`config.mk`:
```
export PLATFORM = sky130hd
export DESIGN_NAME = ddr_init_seq
export DESIGN_NICKNAME = d
export VERILOG_FILES = /design/src/rtl/ddr_init_pkg.sv /design/src/rtl/ddr_init_step_cnt.sv /design/src/rtl/ddr_init_lock_cnt.sv /design/src/rtl/ddr_init_cmd_gen.sv /design/src/rtl/ddr_init_seq.sv
export SDC_FILE = /design/constraint.sdc
export NUM_CORES = 1
export LEC_CHECK = 0
export ABC_AREA = 1
export BUFFER_PORTS_ARGS = -buffer_cell sky130_fd_sc_hd__buf_2
export CORE_UTILIZATION = 40
export CTS_BUF_LIST = sky130_fd_sc_hd__clkbuf_8 sky130_fd_sc_hd__clkbuf_16
export DETAILED_ROUTE_END_ITERATION = 10
export PLACE_DENSITY_LB_ADDON = 0.2
export SYNTH_ARGS = -nofsm -noshare
export SYNTH_HDL_FRONTEND = slang
export SYNTH_SLANG_ARGS = --single-unit
export TNS_END_PERCENT = 30
```
`constraint.sdc`:
```
create_clock -name clk_i -period 3.1 [get_ports clk_i]
set_clock_uncertainty 0.2 [all_clocks]
set_input_delay 0.62 -clock clk_i [delete_from_list [all_inputs] [get_ports clk_i]]
set_output_delay 0.62 -clock clk_i [all_outputs]
set_load 0.01 [all_outputs]
```
`src/rtl/ddr_init_pkg.sv`:
```
package ddr_init_pkg;
  typedef enum logic [2:0] {
    CMD_NOP  = 3'd0,
    CMD_PREA = 3'd1,
    CMD_EMRS = 3'd2,
    CMD_MRS  = 3'd3,
    CMD_REF  = 3'd4
  } cmd_e;

  typedef enum logic [3:0] {
    S_PWR, S_CKE, S_PRE1, S_EMRS, S_MRS_RST,
    S_PRE2, S_REF, S_MRS_FIN, S_LOCK, S_DONE
  } step_e;

  localparam logic [2:0] LAT_CODE = 3'b011;
  localparam int BIT_AP  = 10;
  localparam int BIT_DLR = 8;

  function automatic int max2(int a, int b);
    return (a > b) ? a : b;
  endfunction
endpackage

```
`src/rtl/ddr_init_step_cnt.sv`:
```
module ddr_init_step_cnt #(
  parameter int CNT_W = 8
) (
  input  logic             clk_i,
  input  logic             rst_ni,
  input  logic             clr_i,
  input  logic [CNT_W-1:0] limit_i,
  output logic             first_o,
  output logic             last_o
);
  logic [CNT_W-1:0] cnt_q;

  always_ff @(posedge clk_i or negedge rst_ni) begin
    if (!rst_ni)    cnt_q <= '0;
    else if (clr_i) cnt_q <= '0;
    else            cnt_q <= cnt_q + 1'b1;
  end

  assign first_o = (cnt_q == '0);
  assign last_o  = (cnt_q == limit_i - CNT_W'(1));
endmodule

```
`src/rtl/ddr_init_lock_cnt.sv`:
```
module ddr_init_lock_cnt #(
  parameter int T_DLL = 200
) (
  input  logic clk_i,
  input  logic rst_ni,
  input  logic en_i,
  output logic ok_o
);
  localparam int LW = $clog2(T_DLL + 1) + 1;
  logic [LW-1:0] cnt_q;

  assign ok_o = (cnt_q >= LW'(T_DLL));

  always_ff @(posedge clk_i or negedge rst_ni) begin
    if (!rst_ni)             cnt_q <= '0;
    else if (en_i && !ok_o)  cnt_q <= cnt_q + 1'b1;
  end
endmodule

```
`src/rtl/ddr_init_cmd_gen.sv`:
```
module ddr_init_cmd_gen
  import ddr_init_pkg::*;
#(
  parameter int ADDR_W = 13,
  parameter int BA_W   = 2
) (
  input  step_e             step_i,
  input  logic              first_i,
  input  logic [2:0]        burst_code_i,
  input  logic              burst_type_i,
  output cmd_e              cmd_o,
  output logic [BA_W-1:0]   ba_o,
  output logic [ADDR_W-1:0] addr_o
);
  logic [ADDR_W-1:0] mode_word;

  // A7 stays low; latency code fixed
  assign mode_word = ADDR_W'({1'b0, LAT_CODE, burst_type_i, burst_code_i});

  always_comb begin
    cmd_o  = CMD_NOP;
    ba_o   = '0;
    addr_o = '0;
    if (first_i) begin
      unique case (step_i)
        S_PRE1, S_PRE2: begin
          cmd_o          = CMD_PREA;
          addr_o[BIT_AP] = 1'b1;
        end
        S_EMRS: begin
          cmd_o = CMD_EMRS;
          ba_o  = BA_W'(1);
        end
        S_MRS_RST: begin
          cmd_o           = CMD_MRS;
          addr_o          = mode_word;
          addr_o[BIT_DLR] = 1'b1;
        end
        S_REF:     cmd_o = CMD_REF;
        S_MRS_FIN: begin
          cmd_o  = CMD_MRS;
          addr_o = mode_word;
        end
        default: ;
      endcase
    end
  end
endmodule

```
`src/rtl/ddr_init_seq.sv`:
```
module ddr_init_seq
  import ddr_init_pkg::*;
#(
  parameter int ADDR_W = 13,
  parameter int BA_W   = 2,
  parameter int T_PWR  = 40,
  parameter int T_RP   = 3,
  parameter int T_RFC  = 10,
  parameter int T_MRD  = 2,
  parameter int T_DLL  = 200,
  parameter int N_REF  = 2
) (
  input  logic              clk_i,
  input  logic              rst_ni,
  input  logic [2:0]        burst_code_i,
  input  logic              burst_type_i,
  output logic              cke_o,
  output logic [2:0]        cmd_o,
  output logic [BA_W-1:0]   ba_o,
  output logic [ADDR_W-1:0] addr_o,
  output logic              done_o
);
  localparam int MAX_W = max2(max2(T_PWR, T_RP), max2(T_RFC, T_MRD));
  localparam int CNT_W = $clog2(MAX_W + 1) + 1;
  localparam int REF_W = $clog2(N_REF + 1);

  step_e            step_q, step_d;
  logic [REF_W-1:0] ref_q;
  logic [CNT_W-1:0] dur;
  logic             first, last, clr, ref_step, lock_ok;
  cmd_e             cmd;

  always_comb begin
    unique case (step_q)
      S_PWR:                      dur = CNT_W'(T_PWR);
      S_PRE1, S_PRE2:             dur = CNT_W'(T_RP);
      S_EMRS, S_MRS_RST, S_MRS_FIN: dur = CNT_W'(T_MRD);
      S_REF:                      dur = CNT_W'(T_RFC);
      default:                    dur = CNT_W'(1);
    endcase
  end

  always_comb begin
    step_d = step_q;
    unique case (step_q)
      S_PWR:     if (last) step_d = S_CKE;
      S_CKE:     if (last) step_d = S_PRE1;
      S_PRE1:    if (last) step_d = S_EMRS;
      S_EMRS:    if (last) step_d = S_MRS_RST;
      S_MRS_RST: if (last) step_d = S_PRE2;
      S_PRE2:    if (last) step_d = S_REF;
      S_REF:     if (last && ref_q == REF_W'(N_REF - 1)) step_d = S_MRS_FIN;
      S_MRS_FIN: if (last) step_d = S_LOCK;
      S_LOCK:    if (lock_ok) step_d = S_DONE;
      default:   step_d = S_DONE;
    endcase
  end

  assign ref_step = (step_q == S_REF) && last;
  assign clr      = (step_d != step_q) || ref_step;

  always_ff @(posedge clk_i or negedge rst_ni) begin
    if (!rst_ni) begin
      step_q <= S_PWR;
      ref_q  <= '0;
    end else begin
      step_q <= step_d;
      if (ref_step) ref_q <= ref_q + 1'b1;
    end
  end

  ddr_init_step_cnt #(.CNT_W(CNT_W)) u_step_cnt (
    .clk_i, .rst_ni, .clr_i(clr), .limit_i(dur),
    .first_o(first), .last_o(last)
  );

  // lock window opens with the DLL reset write
  ddr_init_lock_cnt #(.T_DLL(T_DLL)) u_lock_cnt (
    .clk_i, .rst_ni,
    .en_i(step_q inside {S_MRS_RST, S_PRE2, S_REF, S_MRS_FIN, S_LOCK, S_DONE}),
    .ok_o(lock_ok)
  );

  ddr_init_cmd_gen #(.ADDR_W(ADDR_W), .BA_W(BA_W)) u_cmd_gen (
    .step_i(step_q), .first_i(first),
    .burst_code_i, .burst_type_i,
    .cmd_o(cmd), .ba_o, .addr_o
  );

  assign cmd_o  = cmd;
  assign cke_o  = (step_q != S_PWR);
  assign done_o = (step_q == S_DONE);
endmodule

```
# [Word-level counts from Yosys, hierarchy flattened]
# Cells that the tools add are included.
[totals] regBits=22 output_inout_bits=20 elab_cells=52
[op_classes] n_addsub=4 eq_ne=12 reduce_logical=12 n_lt_le_gt_ge=1 n_mux=19
[op_table] op="4-bit two-way mux" n=9
[op_table] op="4-bit one-hot mux with 9 select lines" n=1
[op_table] op="6-bit one-hot mux with 4 select lines" n=1
[op_table] op="9-bit one-hot mux with 2 select lines" n=1
[op_table] op="4-bit by 3-bit equality test with 1-bit output, second input constant" n=4
[op_table] op="3-bit one-hot mux with 4 select lines" n=1
[op_table] op="11-bit two-way mux" n=1
[op_table] op="9-bit by 1-bit adder with 9-bit output, second input constant" n=1
[op_table] op="9-bit by 8-bit greater-or-equal comparator with 1-bit output, second input constant" n=1
[op_table] op="4-bit by 2-bit equality test with 1-bit output, second input constant" n=2
[op_table] op="4-bit equality test, second input constant" n=2
[op_table] op="7-bit by 1-bit adder with 7-bit output, second input constant" n=1
[op_table] op="7-bit equality test" n=1
[op_table] op="7-bit logical NOT" n=1
[op_table] op="7-bit two-way mux" n=1
[op_table] op="6-bit by 1-bit subtractor with 7-bit output, second input constant" n=1
[op_table] op="6-bit nonzero test" n=1
[op_table] op="4-bit by 1-bit equality test with 1-bit output, second input constant" n=1
[op_table] op="4-bit logical NOT" n=1
[op_table] op="4-bit inequality test" n=1
[op_table] op="4-bit nonzero test" n=1
[op_table] op="2-bit OR reduction" n=2
[op_table] op="1-bit logical AND" n=3
[op_table] op="3-bit two-way mux" n=1
[op_table] op="7 further kinds" n=8

# [Depth between registers and ports, before layout]
[logic_depth] word_depth=11 mapped_depth=21 depth_no_buf=21

# [Hierarchy]
# A second synthesis with hierarchy kept.
[hier_totals] cells_unflattened=270 area_unflattened_um2=1770.4
[by_module_without_submodules] mod="ddr_init_step_cnt" cells_each=96 area_each_um2=608.1 seq_area_each_um2=175.2 instances=1
[by_module_without_submodules] mod="ddr_init_lock_cnt" cells_each=74 area_each_um2=555.5 seq_area_each_um2=225.2 instances=1
[by_module_without_submodules] mod="ddr_init_seq" cells_each=60 area_each_um2=411.6 seq_area_each_um2=150.1 instances=1
[by_module_without_submodules] mod="ddr_init_cmd_gen" cells_each=40 area_each_um2=195.2 seq_area_each_um2=0.0 instances=1

# [Least setup slack after synthesis]
# Ideal clock, no wire load.
[synth_path] path_kind="reg-to-reg" start="register step_q[0]" end="register u_step_cnt.cnt_q[0]" required_time_ns=2.827 setup_slack_ns=0.415 t_arrival_ns=2.412 synth_period_minus_slack_ns=2.685 path_stages_with_launch=22 setup_time_ns=0.073 cell_sequence="dfrtp_1 -> inv_2 -> nor2_2 -> nor2_2 -> nand2_2 -> inv_1 -> ha_1 -> ha_1 -> inv_1 -> nand2_1 -> nand2_1 -> nor2_1 -> nand2_1 -> nor2_2 -> nand3_4 -> nand2_2 -> inv_1 -> nor2_1 -> nand3_1 -> nand2_1 -> nand3_2 -> nor2_1"
[synth_via] elab_chain_cells=11 word_cells_on_any_way=29 cone_classes="add/sub: 1; eq/ne: 10; mux: 12; reduce/logical: 6"
[synth_lines] element="from (decl)" line="ddr_init_seq.sv:27" source="step_e step_q, step_d;"
[synth_lines] element="from (signal assigned)" line="ddr_init_seq.sv:67" source="step_q <= step_d;"
[synth_lines] element="4-bit by 3-bit equality test with 1-bit output / 4-bit by 2-bit equality test with 1-bit output (equally long branches)" line="ddr_init_seq.sv:34, ddr_init_seq.sv:45"
[synth_lines] element="3-bit OR reduction / 2-bit OR reduction (equally long branches)" line="ddr_init_seq.sv:34" source="unique case (step_q)"
[synth_lines] element="6-bit one-hot mux with 4 select lines" line="ddr_init_seq.sv:34"
[synth_lines] element="6-bit by 1-bit subtractor with 7-bit output" line="ddr_init_step_cnt.sv:20" source="assign last_o = (cnt_q == limit_i - CNT_W'(1));"
[synth_lines] element="7-bit equality test" line="ddr_init_step_cnt.sv:20"
[synth_lines] element="1-bit logical AND" line="ddr_init_seq.sv:52" source="S_REF: if (last && ref_q == REF_W'(N_REF - 1)) step_d = S_MRS_FIN;"
[synth_lines] element="4-bit two-way mux" line="ddr_init_seq.sv:52"
[synth_lines] element="4-bit one-hot mux with 9 select lines" line="ddr_init_seq.sv:45" source="unique case (step_q)"
[synth_lines] element="4-bit inequality test" line="ddr_init_seq.sv:60" source="assign clr = (step_d != step_q) || ref_step;"
[synth_lines] element="1-bit logical OR *" line="ddr_init_seq.sv:60"
[synth_lines] element="7-bit two-way mux *" line="ddr_init_step_cnt.sv:15" source="else if (clr_i) cnt_q <= '0;"
[synth_lines] element="to (signal assigned)" line="ddr_init_step_cnt.sv:16" source="else cnt_q <= cnt_q + 1'b1;"
[synth_lines] element="to (decl)" line="ddr_init_step_cnt.sv:11" source="logic [CNT_W-1:0] cnt_q;"
# Every way passes the cells marked *; elsewhere a longest branch is shown, timed or not.
# A chain may end at the register's enable or synchronous reset.

# [Worst setup path after layout]
[layout_path] start="register step_q[1]" end="register u_step_cnt.cnt_q[4]"
# The elaborated chain is that of the path after synthesis.

==> flow_summary.ini <==
[detailed_routing]
postRouteWirelength_mm = 3.34
post_drt_wl_per_cell_um = 11.0
detailedRoute.firstPassIterationCount = 4
detailroute.via_count = 1406
drt-vias-per-instance = 4.64
drt_iter0_markers = 51
antenna_left = 0
detail_route.drc_violations = 0

[die]
core_region_area_um2 = 4000
floorplan.initialDensity_pct = 41.9
die-area_um2 = 4450
ioPinCount = 26
floorplan.die.height_um = 66.7
die_w_um = 66.7
placement_rows = 23

[yosys]
synth_area_um2 = 1670
ys_seq_area_share_pct = 32.9
yosysWarningCount = 0
synthesis.instances = 229
ys_dominant_reg_cell = sky130_fd_sc_hd__dfrtp_1
share_of_synthesized_registers_carrying_an_async_set_or_reset_pct = 100
synth.lib_cells_used.distinct = 28
synth_seq_cells = 22
synth-edff-count = 0
post_synth.cell_area_avg_um2 = 7.31

[critical_path]
timing.critical_path.cells = nor2_2, nor2_2, nand2_2, inv_1, ha_1, ha_1, inv_1, nand2_1, nand2_1, nor2_1, nand2_1, nor2_2, nand3_4, nand2_2, inv_1, nor2_1, nand3_1, nand2_1, nand3_4, nor2_1
cp_common_cell = sky130_fd_sc_hd__nand2_1
critical_path.startpoint_type = register
worst_path_largest_cell_delay_ps = 480
crit_family = simple AND/OR/NAND/NOR gates
critical_path.max_fanout = 7
cp_data_arrival_time_ps = 2850
endpoint_kind = register
path_buf_inv = 3
worst_path_max_delay_cell = sky130_fd_sc_hd__dfrtp_2
crit_type = reg -> reg
critPathRequiredTime_ps = 3090

[layout]
antenna-diode-count = 0
finish.instance_area_um2 = 1910
area_growth_syn_to_layout_pct = 14.0
final_net_count = 267
drive_above_1_share_pct = 21.3
n_fill_cell = 412
layout.core_utilization_pct = 47.7

[pwr]
ir_worst_vdd_uv = 328
power_leakage_uw = 0.00105
p_per_area_nw_per_um2 = 293

[placed_design]
place_worst_setup_slack_ps = 193
numPortBuffers = 19
dp_hpwl_mm = 2.64
gp_congestion = 0.841
placedInstanceArea_um2 = 1810

[cts]
cts_tree = built
cts_htree_levels = 1
clk-insertion-delay-late_ps = 260
clock_tree.buffer_depth = 2
tritoncts.num_buffers = 3
clock_sink_count = 22
clk_pin_slew_ps = 80
clk_root_buf = sky130_fd_sc_hd__clkbuf_8

[worst_hold_path]
hold_class = in -> async

[timing]
final.setup.worst_slack_ps = 243
final_max_slew_viol_count = 0
post-route-period-util_pct = 92.2
finalSetupViolations = 0
timing_hold_violations_final = 0
timing.fmax_mhz = 350
timing.final.crit_period_ps = 2860

[outcome]
run_status = finished clean

[grt]
grt_max_degree = 23
grt_remaining_overflow = 0
antenna_violations_before_repair = 0
grt_pass1_vias = 1239
wire_length_of_the_first_global_routing_pass_mm = 5.46
gr-usage-all-layers_pct = 16.2

[flow_run]
max_cap_violations = 0
## cells in the mapped netlist, types with 5 or more instances
library cell,n,area [um2]
sky130_fd_sc_hd__nand2_2,5,31.3
sky130_fd_sc_hd__buf_4,7,52.6
sky130_fd_sc_hd__nor3_1,7,35.0
sky130_fd_sc_hd__xor2_1,8,70.1
sky130_fd_sc_hd__nor2_1,29,109
sky130_fd_sc_hd__inv_1,35,131
sky130_fd_sc_hd__o21ai_0,5,25.0
sky130_fd_sc_hd__ha_1,7,87.6
sky130_fd_sc_hd__dfrtp_1,22,551
sky130_fd_sc_hd__nand3_1,12,60.1
sky130_fd_sc_hd__nand4_1,6,37.5
sky130_fd_sc_hd__a21oi_1,7,35.0
sky130_fd_sc_hd__nand2_1,49,184
## registers in the layout (all words and copies together) (netlist names)
name / flops
ref_q: 2
u_step_cnt.cnt_q: 7
u_lock_cnt.cnt_q: 9
step_q: 4
## final timing paths
kind | slack, ps | to | startpoint | cells after the start
hold / removal | 110 | ref_q[1] | rst_ni | 1
setup / recovery | 240 | u_step_cnt.cnt_q[4] | step_q[1] | 20
setup reg to reg | 240 | u_step_cnt.cnt_q[4] | step_q[1] | 20
min in group clk_i | 180 | u_lock_cnt.cnt_q[8] | u_lock_cnt.cnt_q[8] | 0
max in group asynchronous | 2240 | step_q[2] | rst_ni | 1
hold reg to reg | 180 | u_lock_cnt.cnt_q[8] | u_lock_cnt.cnt_q[8] | 0
## power by group
part           internal, uW  total, uW  leakage (uW)  switching, uW
logic                  2.56       12.2      0.000733           9.65
clock network           172        260     0.0000357           87.6
registers               287        287      0.000282              0
total                   462        559       0.00105           97.3
## metal layers
metal	vias to the layer above	GRT usage, %	wire (um)
met5	-	0	0
met4	0	5.59	36
met3	4	1.54	131
met2	32	25.5	1460
met1	620	23.0	1710
li1	750	-	-
## through the flow
stage	total power [uW]	TNS [ps]	std cells	hold WS, ps
after floorplan	302	0	234	124
after global placement	305	0	298	171
after detailed placement	305	0	298	163
after CTS	567	0	302	129
after global routing	583	-69.8	303	138
final	559	0	303	112
## cell usage in the layout, fill, tap and decap left out, drive strengths merged, types with 6 or more instances in the layout
cell,Yosys,layout
nor3,7,7
buf,9,24
conb,1,6
inv,38,38
nor2,36,36
a21oi,9,9
dfrtp,22,22
nand3,16,16
nand4,6,6
xor2,8,8
nand2,56,56
ha,7,7
## cells by family after synthesis
| family | synth area share [%] |
|---|---|
| compound gates | 6.88 |
| xor+xnor | 6.28 |
| buf+inv | 13.2 |
| simple gates | 35.3 |
| other cells | 0.224 |
| flops | 32.9 |
| fa+ha+maj | 5.23 |
## timing repair
| item | CTS | global route |
|---|---|---|
| resized for setup | 0 | 5 |
| hold buffers | 0 | 0 |
| setup buffers | 0 | 1 |
| endpoints found under the setup margin | 0 | 8 |
## layout make-up
cell class,instances,area (um2),area share (%)
repair buffers,25,145,7.61
inverters,38,145,7.61
multi-input cells,164,931,48.8
well taps,50,62.6,3.28
flip-flops and latches,22,553,29.0
clock buffers,3,41.3,2.16
clock inverters,1,30.0,1.57
Note: power is estimated with default switching activity, not from simulation.
